### src/rtl/fpwm_pkg.sv
package fpwm_pkg;
  typedef enum logic [1:0] {
    TOP_FIXED = 2'd0,
    TOP_CAPT  = 2'd1,
    TOP_CMPA  = 2'd2,
    TOP_RSVD  = 2'd3
  } top_src_e;

  localparam int unsigned NUM_CH   = 2;
  localparam int unsigned NUM_FLAG = 4;

  localparam int unsigned FLAG_OVF  = 0;
  localparam int unsigned FLAG_CMPA = 1;
  localparam int unsigned FLAG_CMPB = 2;
  localparam int unsigned FLAG_CAPT = 3;

  localparam logic [1:0] ADDR_CMPA = 2'd0;
  localparam logic [1:0] ADDR_CMPB = 2'd1;
  localparam logic [1:0] ADDR_CAPT = 2'd2;

  localparam logic [1:0] MODE_NONINV = 2'd2;
  localparam logic [1:0] MODE_INV    = 2'd3;
endpackage

### src/rtl/fpwm_top_sel.sv
module fpwm_top_sel
  import fpwm_pkg::*;
#(
  parameter int unsigned CNT_W      = 16,
  parameter int unsigned FIX_BASE_W = 8
) (
  input  logic [1:0]       top_src_i,
  input  logic [1:0]       fix_sel_i,
  input  logic [CNT_W-1:0] capt_val_i,
  input  logic [CNT_W-1:0] cmpa_act_i,
  output logic [CNT_W-1:0] top_val_o,
  output logic [CNT_W-1:0] wr_mask_o
);
  localparam int unsigned MAX_STEP = 2;

  logic [1:0]       step;
  logic [CNT_W-1:0] fixed_top;

  always_comb begin
    step      = (fix_sel_i > 2'(MAX_STEP)) ? 2'(MAX_STEP) : fix_sel_i;
    fixed_top = {CNT_W{1'b1}} >> (CNT_W - FIX_BASE_W - step);
  end

  always_comb begin
    unique case (top_src_e'(top_src_i))
      TOP_CAPT: begin
        top_val_o = capt_val_i;
        wr_mask_o = '1;
      end
      TOP_CMPA: begin
        top_val_o = cmpa_act_i;
        wr_mask_o = '1;
      end
      default: begin
        top_val_o = fixed_top;
        wr_mask_o = fixed_top;
      end
    endcase
  end
endmodule

### src/rtl/fpwm_counter.sv
module fpwm_counter #(
  parameter int unsigned CNT_W = 16
) (
  input  logic             clk_i,
  input  logic             rst_ni,
  input  logic             tick_i,
  input  logic [CNT_W-1:0] top_val_i,
  output logic [CNT_W-1:0] cnt_o,
  output logic             wrap_o
);
  // exact equality: a TOP below the count is passed over until rollover
  assign wrap_o = tick_i && (cnt_o == top_val_i);

  always_ff @(posedge clk_i or negedge rst_ni) begin
    if (!rst_ni) begin
      cnt_o <= '0;
    end else if (tick_i) begin
      cnt_o <= wrap_o ? '0 : cnt_o + 1'b1;
    end
  end
endmodule

### src/rtl/fpwm_chan.sv
module fpwm_chan
  import fpwm_pkg::*;
#(
  parameter int unsigned CNT_W = 16
) (
  input  logic             clk_i,
  input  logic             rst_ni,
  input  logic             tick_i,
  input  logic             wrap_i,
  input  logic [CNT_W-1:0] cnt_i,
  input  logic             wr_i,
  input  logic [CNT_W-1:0] wr_data_i,
  input  logic [1:0]       mode_i,
  output logic [CNT_W-1:0] act_o,
  output logic             match_o,
  output logic             pwm_o
);
  logic [CNT_W-1:0] buf_q;
  logic             lvl_q;

  assign match_o = tick_i && (cnt_i == act_o);

  always_ff @(posedge clk_i or negedge rst_ni) begin
    if (!rst_ni) begin
      buf_q <= '0;
    end else if (wr_i) begin
      buf_q <= wr_data_i;
    end
  end

  always_ff @(posedge clk_i or negedge rst_ni) begin
    if (!rst_ni) begin
      act_o <= '0;
    end else if (wrap_i) begin
      act_o <= buf_q;
    end
  end

  // wrap sets, match clears; wrap wins when both fall on one tick
  always_ff @(posedge clk_i or negedge rst_ni) begin
    if (!rst_ni) begin
      lvl_q <= 1'b0;
    end else if (wrap_i) begin
      lvl_q <= 1'b1;
    end else if (match_o) begin
      lvl_q <= 1'b0;
    end
  end

  always_comb begin
    unique case (mode_i)
      MODE_NONINV: pwm_o = lvl_q;
      MODE_INV:    pwm_o = ~lvl_q;
      default:     pwm_o = 1'b0;
    endcase
  end
endmodule

### src/rtl/fpwm_timer.sv
module fpwm_timer
  import fpwm_pkg::*;
#(
  parameter int unsigned CNT_W      = 16,
  parameter int unsigned FIX_BASE_W = 8
) (
  input  logic             clk_i,
  input  logic             rst_ni,
  input  logic             tick_i,
  input  logic [1:0]       top_src_i,
  input  logic [1:0]       fix_sel_i,
  input  logic [1:0]       mode_a_i,
  input  logic [1:0]       mode_b_i,
  input  logic             wr_en_i,
  input  logic [1:0]       wr_addr_i,
  input  logic [CNT_W-1:0] wr_data_i,
  input  logic [3:0]       flag_clr_i,
  output logic [CNT_W-1:0] count_o,
  output logic [3:0]       flags_o,
  output logic             pwm_a_o,
  output logic             pwm_b_o
);
  logic [CNT_W-1:0] capt_q;
  logic [CNT_W-1:0] top_val;
  logic [CNT_W-1:0] wr_mask;
  logic             wrap;

  logic [CNT_W-1:0] ch_act   [NUM_CH];
  logic             ch_match [NUM_CH];
  logic             ch_pwm   [NUM_CH];
  logic [1:0]       ch_mode  [NUM_CH];
  logic [1:0]       ch_addr  [NUM_CH];

  logic [NUM_FLAG-1:0] flag_set;

  assign ch_mode[0] = mode_a_i;
  assign ch_mode[1] = mode_b_i;
  assign ch_addr[0] = ADDR_CMPA;
  assign ch_addr[1] = ADDR_CMPB;

  fpwm_top_sel #(
    .CNT_W     (CNT_W),
    .FIX_BASE_W(FIX_BASE_W)
  ) i_top_sel (
    .top_src_i (top_src_i),
    .fix_sel_i (fix_sel_i),
    .capt_val_i(capt_q),
    .cmpa_act_i(ch_act[0]),
    .top_val_o (top_val),
    .wr_mask_o (wr_mask)
  );

  fpwm_counter #(
    .CNT_W(CNT_W)
  ) i_counter (
    .clk_i    (clk_i),
    .rst_ni   (rst_ni),
    .tick_i   (tick_i),
    .top_val_i(top_val),
    .cnt_o    (count_o),
    .wrap_o   (wrap)
  );

  for (genvar c = 0; c < NUM_CH; c++) begin : g_ch
    fpwm_chan #(
      .CNT_W(CNT_W)
    ) i_chan (
      .clk_i    (clk_i),
      .rst_ni   (rst_ni),
      .tick_i   (tick_i),
      .wrap_i   (wrap),
      .cnt_i    (count_o),
      .wr_i     (wr_en_i && (wr_addr_i == ch_addr[c])),
      .wr_data_i(wr_data_i & wr_mask),
      .mode_i   (ch_mode[c]),
      .act_o    (ch_act[c]),
      .match_o  (ch_match[c]),
      .pwm_o    (ch_pwm[c])
    );
  end

  assign pwm_a_o = ch_pwm[0];
  assign pwm_b_o = ch_pwm[1];

  // capture-style TOP register: unbuffered, unmasked
  always_ff @(posedge clk_i or negedge rst_ni) begin
    if (!rst_ni) begin
      capt_q <= '0;
    end else if (wr_en_i && wr_addr_i == ADDR_CAPT) begin
      capt_q <= wr_data_i;
    end
  end

  always_comb begin
    flag_set            = '0;
    flag_set[FLAG_OVF]  = wrap;
    flag_set[FLAG_CMPA] = ch_match[0];
    flag_set[FLAG_CMPB] = ch_match[1];
    flag_set[FLAG_CAPT] = wrap && (top_src_e'(top_src_i) == TOP_CAPT);
  end

  always_ff @(posedge clk_i or negedge rst_ni) begin
    if (!rst_ni) begin
      flags_o <= '0;
    end else begin
      flags_o <= (flags_o & ~flag_clr_i) | flag_set;
    end
  end
endmodule

### config.mk
export PLATFORM = sky130hd
export DESIGN_NAME = fpwm_timer
export DESIGN_NICKNAME = d
export VERILOG_FILES = /design/src/rtl/fpwm_pkg.sv /design/src/rtl/fpwm_top_sel.sv /design/src/rtl/fpwm_counter.sv /design/src/rtl/fpwm_chan.sv /design/src/rtl/fpwm_timer.sv
export SDC_FILE = /design/constraint.sdc
export NUM_CORES = 1
export LEC_CHECK = 0
export BUFFER_PORTS_ARGS = -buffer_cell sky130_fd_sc_hd__buf_2
export CAP_MARGIN = 20
export CORE_MARGIN = 1.5
export CORE_UTILIZATION = 60
export CTS_BUF_LIST = sky130_fd_sc_hd__clkbuf_16
export DETAILED_ROUTE_END_ITERATION = 10
export GPL_TIMING_DRIVEN = 0
export PLACE_DENSITY = 0.82
export SYNTH_ARGS = -nofsm -noshare
export SYNTH_HDL_FRONTEND = slang
export SYNTH_SLANG_ARGS = --single-unit
### constraint.sdc
create_clock -name clk_i -period 5.9 [get_ports clk_i]
set_clock_uncertainty 0.1 [all_clocks]
set_input_delay 0.59 -clock clk_i [delete_from_list [all_inputs] [get_ports clk_i]]
set_output_delay 0.59 -clock clk_i [all_outputs]
set_load 0.02 [all_outputs]
==> metrics.txt <==
FF-to-FF Start=capt_q[7]$_DFFE_PN0P_; CTS tree=yes; H-Tree Depth=3; status=finished clean; synth warn=0; Post-Synthesis Cell Area=4810 sq um; Clock Pin Slew Worst Setup and Hold Paths=70 ps; initial antenna violation count=0; Fin. Hold Viols=0; most common cell after layout, fill and taps aside=dfrtp_1; Worst EP arrival=approximately 3300 ps; Async S/R FF share, synth=between 90% and 100%; VDD IR-drop max=approximately 0.00017 V; diode count=0; register bit total from synthesis=around 100; Final Wtd Congestion=~0.86; Port Buf Inserts=55; Clock Sink Count=roughly 100; Area contributors post-synth=dfrtp_1 53%, xnor2_1 8.4%, mux2_2 8.2%; Placed Cells incl. Taps=about 570; die area=about 8600 sq um; P per Cell Area=approximately 320 nW/um^2; GR Overflow Total=0; FMAX=0.311 GHz; Finish-stage setup viols=0; Syn Area/Cell=~12 sq um; drt first pass iters=4; fin cells=roughly 600; # DRC=0; Worst Slack Setup Final=between 2000 and 3000 ps; dominant synthesized flop cell=dfrtp_1; die height=between 90 and 100 um; wirelength, routed=10.5 mm; max-slew violations=0; post-synth top area cell=dfrtp_1; Setup TNS Final=0 ps; fraction of layout instances using a drive strength above 1=a little under a quarter; cells on worst reg2reg path=6; fill count=approximately 570; Synth top area share=between 50 and 60%; Post-Place Setup Slack=about 2400 ps; Vias=approximately 3300; gr usage total=about a quarter; Rel. slew slack=between 40 and 50%; post-DR wirelength/cell=18.0 um; Final ANT Viol Nets=0; register area=around 2600 sq um; root buffer cell=clkbuf_16; most frequent cells in the layout=102 x dfrtp_1, 58 x buf_2, 46 x xnor2_1; vias in the first global route=3416; Net Count, Synth=approximately 450; crit path max fanout=10; RSZ-0062 raised after global routing=false; global-route wire length before repair=roughly 17 mm; multi-input logic area=just over 2000 sq um; CP Capture Type=flip-flop; Boundary Pins=56; Resize count post-CTS=0; max_cap viols=0; WS Path Type=input pin to flip-flop; post-synth cell types=33; worst-skew pair later-pin latency=about 340 ps; flop-to-flop setup slack=around 3300 ps; Final #Nets=~510; register area share after synthesis=53.1%; Longest Clk Path Bufs=2; largest net degree at the start of global routing=~70; number of setup buffers added after CTS=0; post-DP HPWL=roughly 7.6 mm; Final min period=~3200 ps; Worst Setup Start Kind=input pin; Num CTS Buffers=9; Worst-Margin Slew=756 ps; area grow syn2layout=14.9%; RR Endpoint=g_ch[1].i_chan.act_o[10]$_DFFE_PN0N_; drt first-iter violations=roughly 180; Period Utilization, post-route=54.5%; worst hold path class=input pin to asynchronous set/reset pin; Critical Path RT=~6000 ps; Die X=between 90 and 100 um; core box area=7730 sq um; Core Rows=32; Post-synth EDFFs=0; vias per inst=5.70; final instance area=roughly 5500 sq um; cell count after synthesis=~410; Placed Area=~5200 sq um; CTS hold repair buffers=0; Initial Utilization=between 60% and 70%; P_leak=2.63 nW
[metrics by stage]
stage | hold WS (ps) | total power [mW] | util (%)
6_report | 97.7 | 1.76 | 71.5
5_1_grt | 138 | 1.84 | 71.5
4_1_cts | 115 | 1.76 | 71.5
3_5_place_dp | 361 | 1.21 | 67.8
3_3_place_gp | 358 | 1.19 | 67.4
2_1_floorplan | 194 | 1.08 | -
[cell families (layout without fill, tap and decap cells)]
kind of cell	count (synthesis)	in the layout	share of synthesized area [%]
compound gates	43	43	5.96
buf+inv	40	112	3.93
mux	64	64	15.0
fa+ha+maj	3	3	0.781
simple gates	94	94	9.74
xor+xnor	63	63	11.5
flops	102	102	53.1
[layout make-up]
cell class,count,share of cell area [%]
repair buffers,56,5.53
clock buffers,9,4.08
well taps,102,2.31
plain buffers,32,2.88
multi-input cells,267,37.4
flip-flops and latches,102,46.2
inverters,8,0.544
clock inverters,7,1.04
[synthesized netlist by cell type, drive strengths merged (2+ instances only)]
master  count
nand3       8
a22oi       6
a221o       2
nand3b      2
nor4        3
ha          3
a221oi      8
clkbuf     21
xor2       17
mux2       64
dfrtp     102
inv         8
buf        11
nand2      26
o21ai      21
nor2       26
and3        4
xnor2      46
and2        2
nand4      11
a21o        3
nand2b      9
[worst max-delay path, stage by stage]
cell      delay, ps
buf_2            90
inv_1            40
ha_1            350
clkbuf_1        290
a221oi_1        370
xor2_1          220
nand4_1         160
nor4_4          610
buf_6           260
mux2_1          350
[how the worst max path moves through the flow]
stage                       from                                    to  slack [ps]  cells past startpoint
CTS                 top_src_i[0]   g_ch[0].i_chan.act_o[9]$_DFFE_PN0N_        2700                     10
detailed placement  top_src_i[0]   g_ch[0].i_chan.act_o[3]$_DFFE_PN0N_        2390                     10
floorplan           top_src_i[0]  g_ch[0].i_chan.act_o[10]$_DFFE_PN0N_        2970                      9
global route        top_src_i[0]   g_ch[0].i_chan.act_o[3]$_DFFE_PN0N_        2550                     10
global placement    top_src_i[0]  g_ch[0].i_chan.act_o[11]$_DFFE_PN0N_        2480                     10
finish              top_src_i[0]  g_ch[1].i_chan.act_o[10]$_DFFE_PN0N_        2680                     10
[power breakdown]
group          switching [mW]  total [mW]  internal [mW]
registers              0.0549       0.842          0.787
logic                   0.201       0.354          0.153
clock network           0.245       0.567          0.322
total                   0.501        1.76           1.26
[sequential cells by signal, indices dropped and copies added, names as in the netlist]
| register | cells |
|---|---|
| i_counter.cnt_o | 16 |
| g_ch.i_chan.lvl_q | 2 |
| flags_o | 4 |
| capt_q | 16 |
| g_ch.i_chan.buf_q | 32 |
| g_ch.i_chan.act_o | 32 |
[metal layers]
metal  up-vias  part of all wire, %  global-route usage, %
met5         -                    0                      0
met4         0                  2.2                   10.4
met1      1653                   45                   35.1
met3        19                  5.1                   4.19
li1       1533                    -                      -
met2       119                   48                   43.8
Power figures use the tool's default switching activity.
